**config.mk**
```make
export PLATFORM = sky130hd
export DESIGN_NAME = irq_distributor
export DESIGN_NICKNAME = d
export VERILOG_FILES = /design/src/rtl/dist_pkg.sv /design/src/rtl/dist_deliver.sv /design/src/rtl/dist_pick.sv /design/src/rtl/irq_distributor.sv
export SDC_FILE = /design/constraint.sdc
export NUM_CORES = 1
export LEC_CHECK = 0
export BUFFER_PORTS_ARGS = -buffer_cell sky130_fd_sc_hd__buf_4
export CORE_UTILIZATION = 40
export CTS_CLUSTER_DIAMETER = 60
export DETAILED_ROUTE_END_ITERATION = 12
export SLEW_MARGIN = 20
export SYNTH_ARGS = -nofsm -noshare
export SYNTH_HDL_FRONTEND = slang
export SYNTH_SLANG_ARGS = --single-unit
```
**constraint.sdc**
```tcl
create_clock -name clk -period 3.77 [get_ports clk]
set_clock_uncertainty 0.1 [all_clocks]
set_input_delay 0.377 -clock clk [delete_from_list [all_inputs] [get_ports clk]]
set_output_delay 0.377 -clock clk [all_outputs]
set_load 0.01 [all_outputs]
```
**src/rtl/dist_pkg.sv**
```systemverilog
package dist_pkg;
    localparam int ID_W          = 10;
    localparam logic [ID_W-1:0] SPURIOUS_ID = 10'h3FF;
    localparam int OFF_CTRL      = 'h000;
    localparam int OFF_EN_SET    = 'h030;
    localparam int OFF_EN_CLR    = 'h034;
    localparam int OFF_ACK       = 'h044;
    localparam int OFF_MSK_SET   = 'h048;
    localparam int OFF_MSK_CLR   = 'h04C;
    localparam int OFF_ROUTE     = 'h100;
endpackage

```
**src/rtl/dist_deliver.sv**
```systemverilog
module dist_deliver #(
    parameter int NUM_CPU   = 4,
    parameter int NUM_SRC   = 32,
    parameter int PERCPU_ID = 5
) (
    input  logic [NUM_SRC-1:0]              lvl_i,
    input  logic [NUM_SRC-1:0]              en_i,
    input  logic [NUM_CPU-1:0][NUM_SRC-1:0] msk_i,
    input  logic [NUM_SRC-1:0][NUM_CPU-1:0] rte_i,
    output logic [NUM_CPU-1:0][NUM_SRC-1:0] dlv_o
);
    for (genvar c = 0; c < NUM_CPU; c++) begin : g_cpu
        for (genvar s = 0; s < NUM_SRC; s++) begin : g_src
            if (s == PERCPU_ID) begin : g_local
                assign dlv_o[c][s] = lvl_i[s] & ~msk_i[c][s];
            end else begin : g_shared
                assign dlv_o[c][s] = lvl_i[s] & en_i[s] & rte_i[s][c] & ~msk_i[c][s];
            end
        end
    end
endmodule

```
**src/rtl/dist_pick.sv**
```systemverilog
module dist_pick #(
    parameter int W    = 32,
    parameter int ID_W = 10
) (
    input  logic [W-1:0]    req_i,
    output logic            hit_o,
    output logic [ID_W-1:0] id_o
);
    always_comb begin
        id_o = '1;
        for (int i = W - 1; i >= 0; i--) begin
            if (req_i[i]) id_o = ID_W'(i);
        end
        hit_o = |req_i;
    end
endmodule

```
**src/rtl/irq_distributor.sv**
```systemverilog
module irq_distributor
    import dist_pkg::*;
#(
    parameter int NUM_CPU   = 4,
    parameter int NUM_SRC   = 32,
    parameter int PERCPU_ID = 5,
    parameter int ADDR_W    = 12,
    localparam int CPU_W    = (NUM_CPU > 1) ? $clog2(NUM_CPU) : 1
) (
    input  logic               clk,
    input  logic               rst_n,
    input  logic [NUM_SRC-1:0] src_lvl_i,
    input  logic               g_wr_i,
    input  logic               g_rd_i,
    input  logic [ADDR_W-1:0]  g_addr_i,
    input  logic [31:0]        g_wdata_i,
    output logic [31:0]        g_rdata_o,
    input  logic               c_wr_i,
    input  logic               c_rd_i,
    input  logic [CPU_W-1:0]   c_cpu_i,
    input  logic [ADDR_W-1:0]  c_addr_i,
    input  logic [31:0]        c_wdata_i,
    output logic [31:0]        c_rdata_o,
    output logic [NUM_CPU-1:0] irq_o
);
    localparam int SRC_W = (NUM_SRC > 1) ? $clog2(NUM_SRC) : 1;

    typedef struct packed {
        logic [NUM_SRC-1:0]              en;
        logic [NUM_CPU-1:0][NUM_SRC-1:0] msk;
        logic [NUM_SRC-1:0][NUM_CPU-1:0] rte;
        logic [31:0]                     grd;
        logic [31:0]                     crd;
    } dist_st_t;

    dist_st_t st_d, st_q;

    logic [NUM_CPU-1:0][NUM_SRC-1:0] dlv;
    logic [NUM_CPU-1:0][ID_W-1:0]    pick_id;
    logic [NUM_CPU-1:0]              pick_hit;

    dist_deliver #(
        .NUM_CPU  (NUM_CPU),
        .NUM_SRC  (NUM_SRC),
        .PERCPU_ID(PERCPU_ID)
    ) u_deliver (
        .lvl_i(src_lvl_i),
        .en_i (st_q.en),
        .msk_i(st_q.msk),
        .rte_i(st_q.rte),
        .dlv_o(dlv)
    );

    for (genvar c = 0; c < NUM_CPU; c++) begin : g_pick
        dist_pick #(
            .W   (NUM_SRC),
            .ID_W(ID_W)
        ) u_pick (
            .req_i(dlv[c]),
            .hit_o(pick_hit[c]),
            .id_o (pick_id[c])
        );
    end

    assign irq_o     = pick_hit;
    assign g_rdata_o = st_q.grd;
    assign c_rdata_o = st_q.crd;

    // Write-side decode
    logic [ID_W-1:0]   g_idx, c_idx;
    logic              g_idx_ok, c_idx_ok, cpu_ok;
    logic [ADDR_W-1:0] r_off;
    logic              r_hit;
    logic [SRC_W-1:0]  r_idx;
    logic [CPU_W-1:0]  cpu_sel;

    always_comb begin
        g_idx    = g_wdata_i[ID_W-1:0];
        c_idx    = c_wdata_i[ID_W-1:0];
        g_idx_ok = 32'(g_idx) < NUM_SRC;
        c_idx_ok = 32'(c_idx) < NUM_SRC;
        cpu_ok   = 32'(c_cpu_i) < NUM_CPU;
        cpu_sel  = c_cpu_i;
        r_off    = g_addr_i - ADDR_W'(OFF_ROUTE);
        r_hit    = (32'(g_addr_i) >= OFF_ROUTE) && (r_off[1:0] == 2'b00)
                   && (32'(r_off >> 2) < NUM_SRC);
        r_idx    = SRC_W'(r_off >> 2);
    end

    always_comb begin
        st_d = st_q;

        if (g_wr_i) begin
            if (32'(g_addr_i) == OFF_EN_SET && g_idx_ok)
                st_d.en[g_idx[SRC_W-1:0]] = 1'b1;
            else if (32'(g_addr_i) == OFF_EN_CLR && g_idx_ok)
                st_d.en[g_idx[SRC_W-1:0]] = 1'b0;
            else if (r_hit)
                st_d.rte[r_idx] = g_wdata_i[NUM_CPU-1:0];
        end

        if (c_wr_i && cpu_ok && c_idx_ok) begin
            if (32'(c_addr_i) == OFF_MSK_SET)
                st_d.msk[cpu_sel][c_idx[SRC_W-1:0]] = 1'b1;
            else if (32'(c_addr_i) == OFF_MSK_CLR)
                st_d.msk[cpu_sel][c_idx[SRC_W-1:0]] = 1'b0;
        end

        if (g_rd_i) begin
            st_d.grd = '0;
            if (32'(g_addr_i) == OFF_CTRL)
                st_d.grd = 32'(NUM_SRC) << 2;
            else if (r_hit)
                st_d.grd = 32'(st_q.rte[r_idx]);
        end

        if (c_rd_i) begin
            st_d.crd = '0;
            if (32'(c_addr_i) == OFF_ACK)
                st_d.crd = (cpu_ok && pick_hit[cpu_sel]) ? 32'(pick_id[cpu_sel])
                                                          : 32'(SPURIOUS_ID);
        end
    end

    always_ff @(posedge clk) begin
        if (!rst_n) begin
            st_q.en  <= '0;
            st_q.msk <= '1;
            st_q.rte <= '0;
            st_q.grd <= '0;
            st_q.crd <= '0;
        end else begin
            st_q <= st_d;
        end
    end
endmodule

```
### After elaboration in Yosys (flattened, before gate mapping)

Cells that the tools add are included.

| storage, ports and cells | value |
|---|---|
| register bits after elaboration | 352 |
| bits of input ports | 128 |
| output and inout bits | 68 |
| logic and storage cells | 647 |

| cells by class | value |
|---|---|
| $add $sub $neg | 1 |
| magnitude comparators | 12 |
| equal/unequal tests | 5 |
| multiplexer cells | 151 |
| bitwise gates (word level) | 419 |
| reduce and logical (&&, ||, !) cells | 20 |

Operator list:

| kind | number |
|---|---|
| $mux 10 | 131 |
| $and 1x1->1 | 283 |
| $mux 128 | 2 |
| $not 1->1 | 130 |
| $and 128x128->128 | 1 |
| $bwmux 128 | 1 |
| $not 128->128 | 1 |
| $or 128x128->128 | 1 |
| $reduce_or 32->1 | 4 |
| $mux 32 | 3 |
| $demux 32 s2 | 1 |
| $eq 12x7->1 const B | 3 |
| $and 32x32->32 | 1 |
| $not 32->32 | 1 |
| $or 32x32->32 | 1 |
| $lt 10x6->1 const B | 3 |
| $eq 12x6->1 const B | 2 |
| $bmux 10 s2 | 1 |
| $bmux 4 s5 | 1 |
| $demux 4 s5 | 1 |
| $lt 5x6->1 const B | 3 |
| $ge 5x1->1 const B | 3 |
| $ge 12x9->1 const B | 1 |
| $logic_not 12->1 | 1 |
| 13 further kinds | 28 |

### Longest topological paths before layout

| depth | value |
|---|---|
| word-level depth | 39 |
| depth in mapped cells | 9 |
| depth with buffers taken out | 7 |

### Cells and area by module

From an unflattened synthesis, not the netlist that was laid out.

| second synthesis, totals | value |
|---|---|
| cell total of the unflattened synthesis | 1926 |
| area total of the unflattened synthesis | 16249.3 sq um |

By module, submodules not included:

| module | instances | cells each | area an instance (sq um) | seq. area each (sq um) |
|---|---|---|---|---|
| irq_distributor | 1 | 1514 | 13386.6 | 6065.8 |
| dist_pick | 4 | 71 | 399.1 | 0.0 |
| dist_deliver | 1 | 128 | 1266.2 | 0.0 |

### Least setup slack after synthesis

No wires, ideal clock.

| timing | value |
|---|---|
| path type | input-to-reg |
| from | in g_addr_i[2] |
| to | reg st_q (netlist bit g_rdata_o[0]) |
| library setup time | 0.136 ns |
| data arrival time | 1.842 ns |
| data required time | 3.534 ns |
| path slack | 1.691 ns |
| stages on the path | 8 |
| path buffers | 3 |
| cell sequence | buf_4 > buf_6 > buf_6 > mux4_2 > o221ai_1 > o21ai_0 > o311ai_0 > a21boi_0 |

| between the ends | value |
|---|---|
| longest elaborated chain between the ends | 5 |
| elaborated cells on any way between the ends | 10 |
| those cells by class | 1 x add/sub; 2 x order compare; 4 x mux; 3 x reduce/logical |

RTL lines:

| element | line | source |
|---|---|---|
| start: declaration | irq_distributor.sv:15 | `input logic [ADDR_W-1:0] g_addr_i,` |
| $sub 12x9->12 / $ge 12x9->1 (equally long branches) | irq_distributor.sv:84, irq_distributor.sv:85 |  |
| $lt 10x6->1, or another cell as far along | irq_distributor.sv:86 | `&& (32'(r_off >> 2) < NUM_SRC);` |
| $logic_and 1x1->1 / $mux 4 (equally long branches) | irq_distributor.sv:86, irq_distributor.sv:114 |  |
| $mux 4 | irq_distributor.sv:113 | `else if (r_hit)` |
| $mux 8 * | irq_distributor.sv:111 | `if (32'(g_addr_i) == OFF_CTRL)` |
| end signal: assignment | irq_distributor.sv:133 | `st_q <= st_d;` |
| end: declaration | irq_distributor.sv:36 | `dist_st_t st_d, st_q;` |

Every way passes the cells marked *; elsewhere a longest branch is shown, timed or not. The select of a mux whose other input is x is not followed.
A chain may end at the register's enable or synchronous reset.

==> impl_metrics.tcl <==
set metrics [dict create \
    status "complete, no violations" \
    area_growth_pct 11.8 \
    post-cts-setup-buffers 0 \
    synth_area_leaders "dfxtp_1 35%, nand2_1 8.4%, o21ai_0 6.7%, a21boi_0 6.3%, nand4b_1 5.9%" \
    die_h_um 208 \
    final_antenna_net_count 0 \
    async_flop_share_pct 0 \
    drtIter0Drc 1921 \
    drc 0 \
    die-area_mm2 0.0434 \
    yosysSeqAreaShare_pct 35.1 \
    htree_levels 2 \
    power_mw 7.37 \
    fill_cells 4143 \
    hold_viol 0 \
    cp_slowest_cell "nor4_1" \
    max_stage_delay_ps 610 \
    grt_usage_pct 29.7 \
    slew_viol_final 0 \
    fin_crit_ps 2980 \
    syn_avg_cell_area_um2 7.68 \
    setup.worst_path.class "flop to output port" \
    io_pins 196 \
    coreArea_mm2 0.0419 \
    grt_pass1_wl_um 96800 \
    fin_crit_sh_pct 79.0 \
    die_w_um 208 \
    dr.pass1.iters 8 \
    place_hpwl_um 46100 \
    cts_tree "done" \
    multi_input_area_mm2 0.0100 \
    p_per_area_mw_per_mm2 388 \
    synth_edf_count 0 \
    hold_path_class "primary input to flop" \
    crit_path_start_kind "flop" \
    routed_wl_um 65600 \
    synth_top_area_share_pct 35.1 \
    required_ps 3290 \
    initial_core_util_pct 40.6 \
    synth.top_cells.by_count "382 x nand2_1, 298 x dfxtp_1, 238 x nor2_1" \
    drv_cap 0 \
    vdd_drop_max_mv 0.273 \
    clockRootBuffer "clkbuf_16" \
    port_buffers 102 \
    ys_types 67 \
    num_antenna_cells 0 \
    max-clock-path-buffers 3 \
    endpoint_kind "output port" \
    seq_area_mm2 0.00597 \
    drive_gt1_share_pct 11.1 \
    synth.largest_area_cell "dfxtp_1" \
    grt_max_degree 129 \
    grt_pass1_vias 15500 \
    drt-vias-per-instance 6.12 \
    p_leak_nw 6.85 \
    finalSetupViolations 0 \
    slew_headroom_pct 28.6 \
    cts_sinks 298 \
    holdBufCountCts 0 \
    crit_chain "nand4b_1 -> nand4_1 -> nor4_1 -> nand3_1 -> buf_4" \
    rsz0062_at_grt "no" \
    path_clk_slew_ps 60 \
    tightest_slew_ps 1070 \
    antenna_found_initial 2 \
    max_freq_mhz 336 \
    cts-resized-gates 0 \
    clock_latency_ps 560 \
    synthesis.area_mm2 0.0170 \
    fin_nets 2335 \
    yosys.cell_count.top_type "nand2_1" \
    wl_per_cell_um 23.6 \
    ys.flop_type "dfxtp_1" \
    num_rows 75 \
    arrival_ps 2500 \
    crit_fanout 5 \
    synth_seq_cells 298 \
    cp_top_family "simple AND/OR/NAND/NOR gates" \
    overflow 0 \
    path_buf_inv 1 \
    cts_buffers 38 \
    ys.warnings.count 0 \
    synth_cells 2214 \
    gp_congestion 0.995 \
    vias 17000 \
    setup_tns_ps 0 \
]
[kinds of logic after synthesis]
group / share of synthesized area (%)
DFF: 35.1
buffers and inverters: 7.20
AOI/OAI and AO/OA: 20.6
and+or+nand+nor: 31.1
other: 0.0220
muxes: 6.10
[final timing paths]
check	to	depth (start not counted)	start	slack, ps
max	irq_o[2]	5	flop	790
min	g_rdata_o[7]$_SDFFE_PN0P_	3	g_rd_i	40
max reg2reg	c_rdata_o[1]$_SDFFE_PN0P_	7	st_q[80]$_SDFFE_PN0P_	1040
min reg2reg	st_q[84]$_SDFFE_PN0P_	2	st_q[84]$_SDFFE_PN0P_	380
[metal layers]
layer	up-vias	share of wire, %	wire [um]	track usage [%]
met5	-	0.020	13	0
met4	2	3.5	2270	11.3
met2	829	45	29500	46.8
li1	7779	-	-	-
met1	8246	42	27500	39.8
met3	122	9.6	6280	6.02
[cell usage in the layout, fill, tap and decap left out, types with 4 or more instances in the layout]
cell type / instances
a21oi_1: 79
o22ai_1: 4
clkbuf_16: 39
buf_4: 123
nand4_1: 35
a21boi_0: 143
or3b_2: 4
nand3_1: 91
and4b_1: 25
and3_1: 5
a211oi_1: 9
a41oi_1: 5
clkbuf_8: 5
nand4b_1: 114
mux2i_1: 26
dfxtp_1: 298
a21boi_1: 9
and3b_1: 4
mux4_2: 34
nand2_1: 382
conb_1: 49
or2_2: 6
and2_1: 12
clkinv_2: 5
o21ai_0: 228
and4_1: 5
nor2_1: 237
bufinv_16: 4
o211ai_1: 7
a31oi_1: 12
nor2b_1: 38
nor4_1: 12
o21ai_1: 62
nor3_1: 11
inv_1: 10
nand3b_1: 6
clkbuf_1: 11
nand2b_1: 25
buf_12: 5
[tightest hold or removal path, cell delays in order]
cell and delay [ps]:
buf_4 110, mux2i_1 70, nor2b_1 90
[stage by stage]
stage	worst slack [ps]	cells	hold slack, ps	utilization [%]	area (um2)
final	793	2774	42.2	45.3	19000
after CTS	823	2774	26.1	45.3	19000
after floorplan	1690	2262	332	-	17200
after global placement	988	2706	362	42.3	17700
after detailed placement	912	2706	366	42.3	17700
after global routing	716	2774	64.8	45.3	19000
[layout make-up]
cell class	count	area share (%)
multi-input cells	1729	52.8
inverters	11	0.217
well taps	539	3.55
flip-flops and latches	298	31.4
repair buffers	129	5.44
clock buffers	55	5.71
clock inverters	13	0.947
[power by group]
part           internal [mW]  switching [mW]  leakage (nW)  total [mW]
Clock                   2.28            1.47         0.623        3.75
Combinational          0.141           0.327          3.83       0.468
Sequential              3.15        0.000176          2.40        3.15
Total                   5.57            1.80          6.85        7.37
Note: power is estimated with default switching activity, not from simulation.
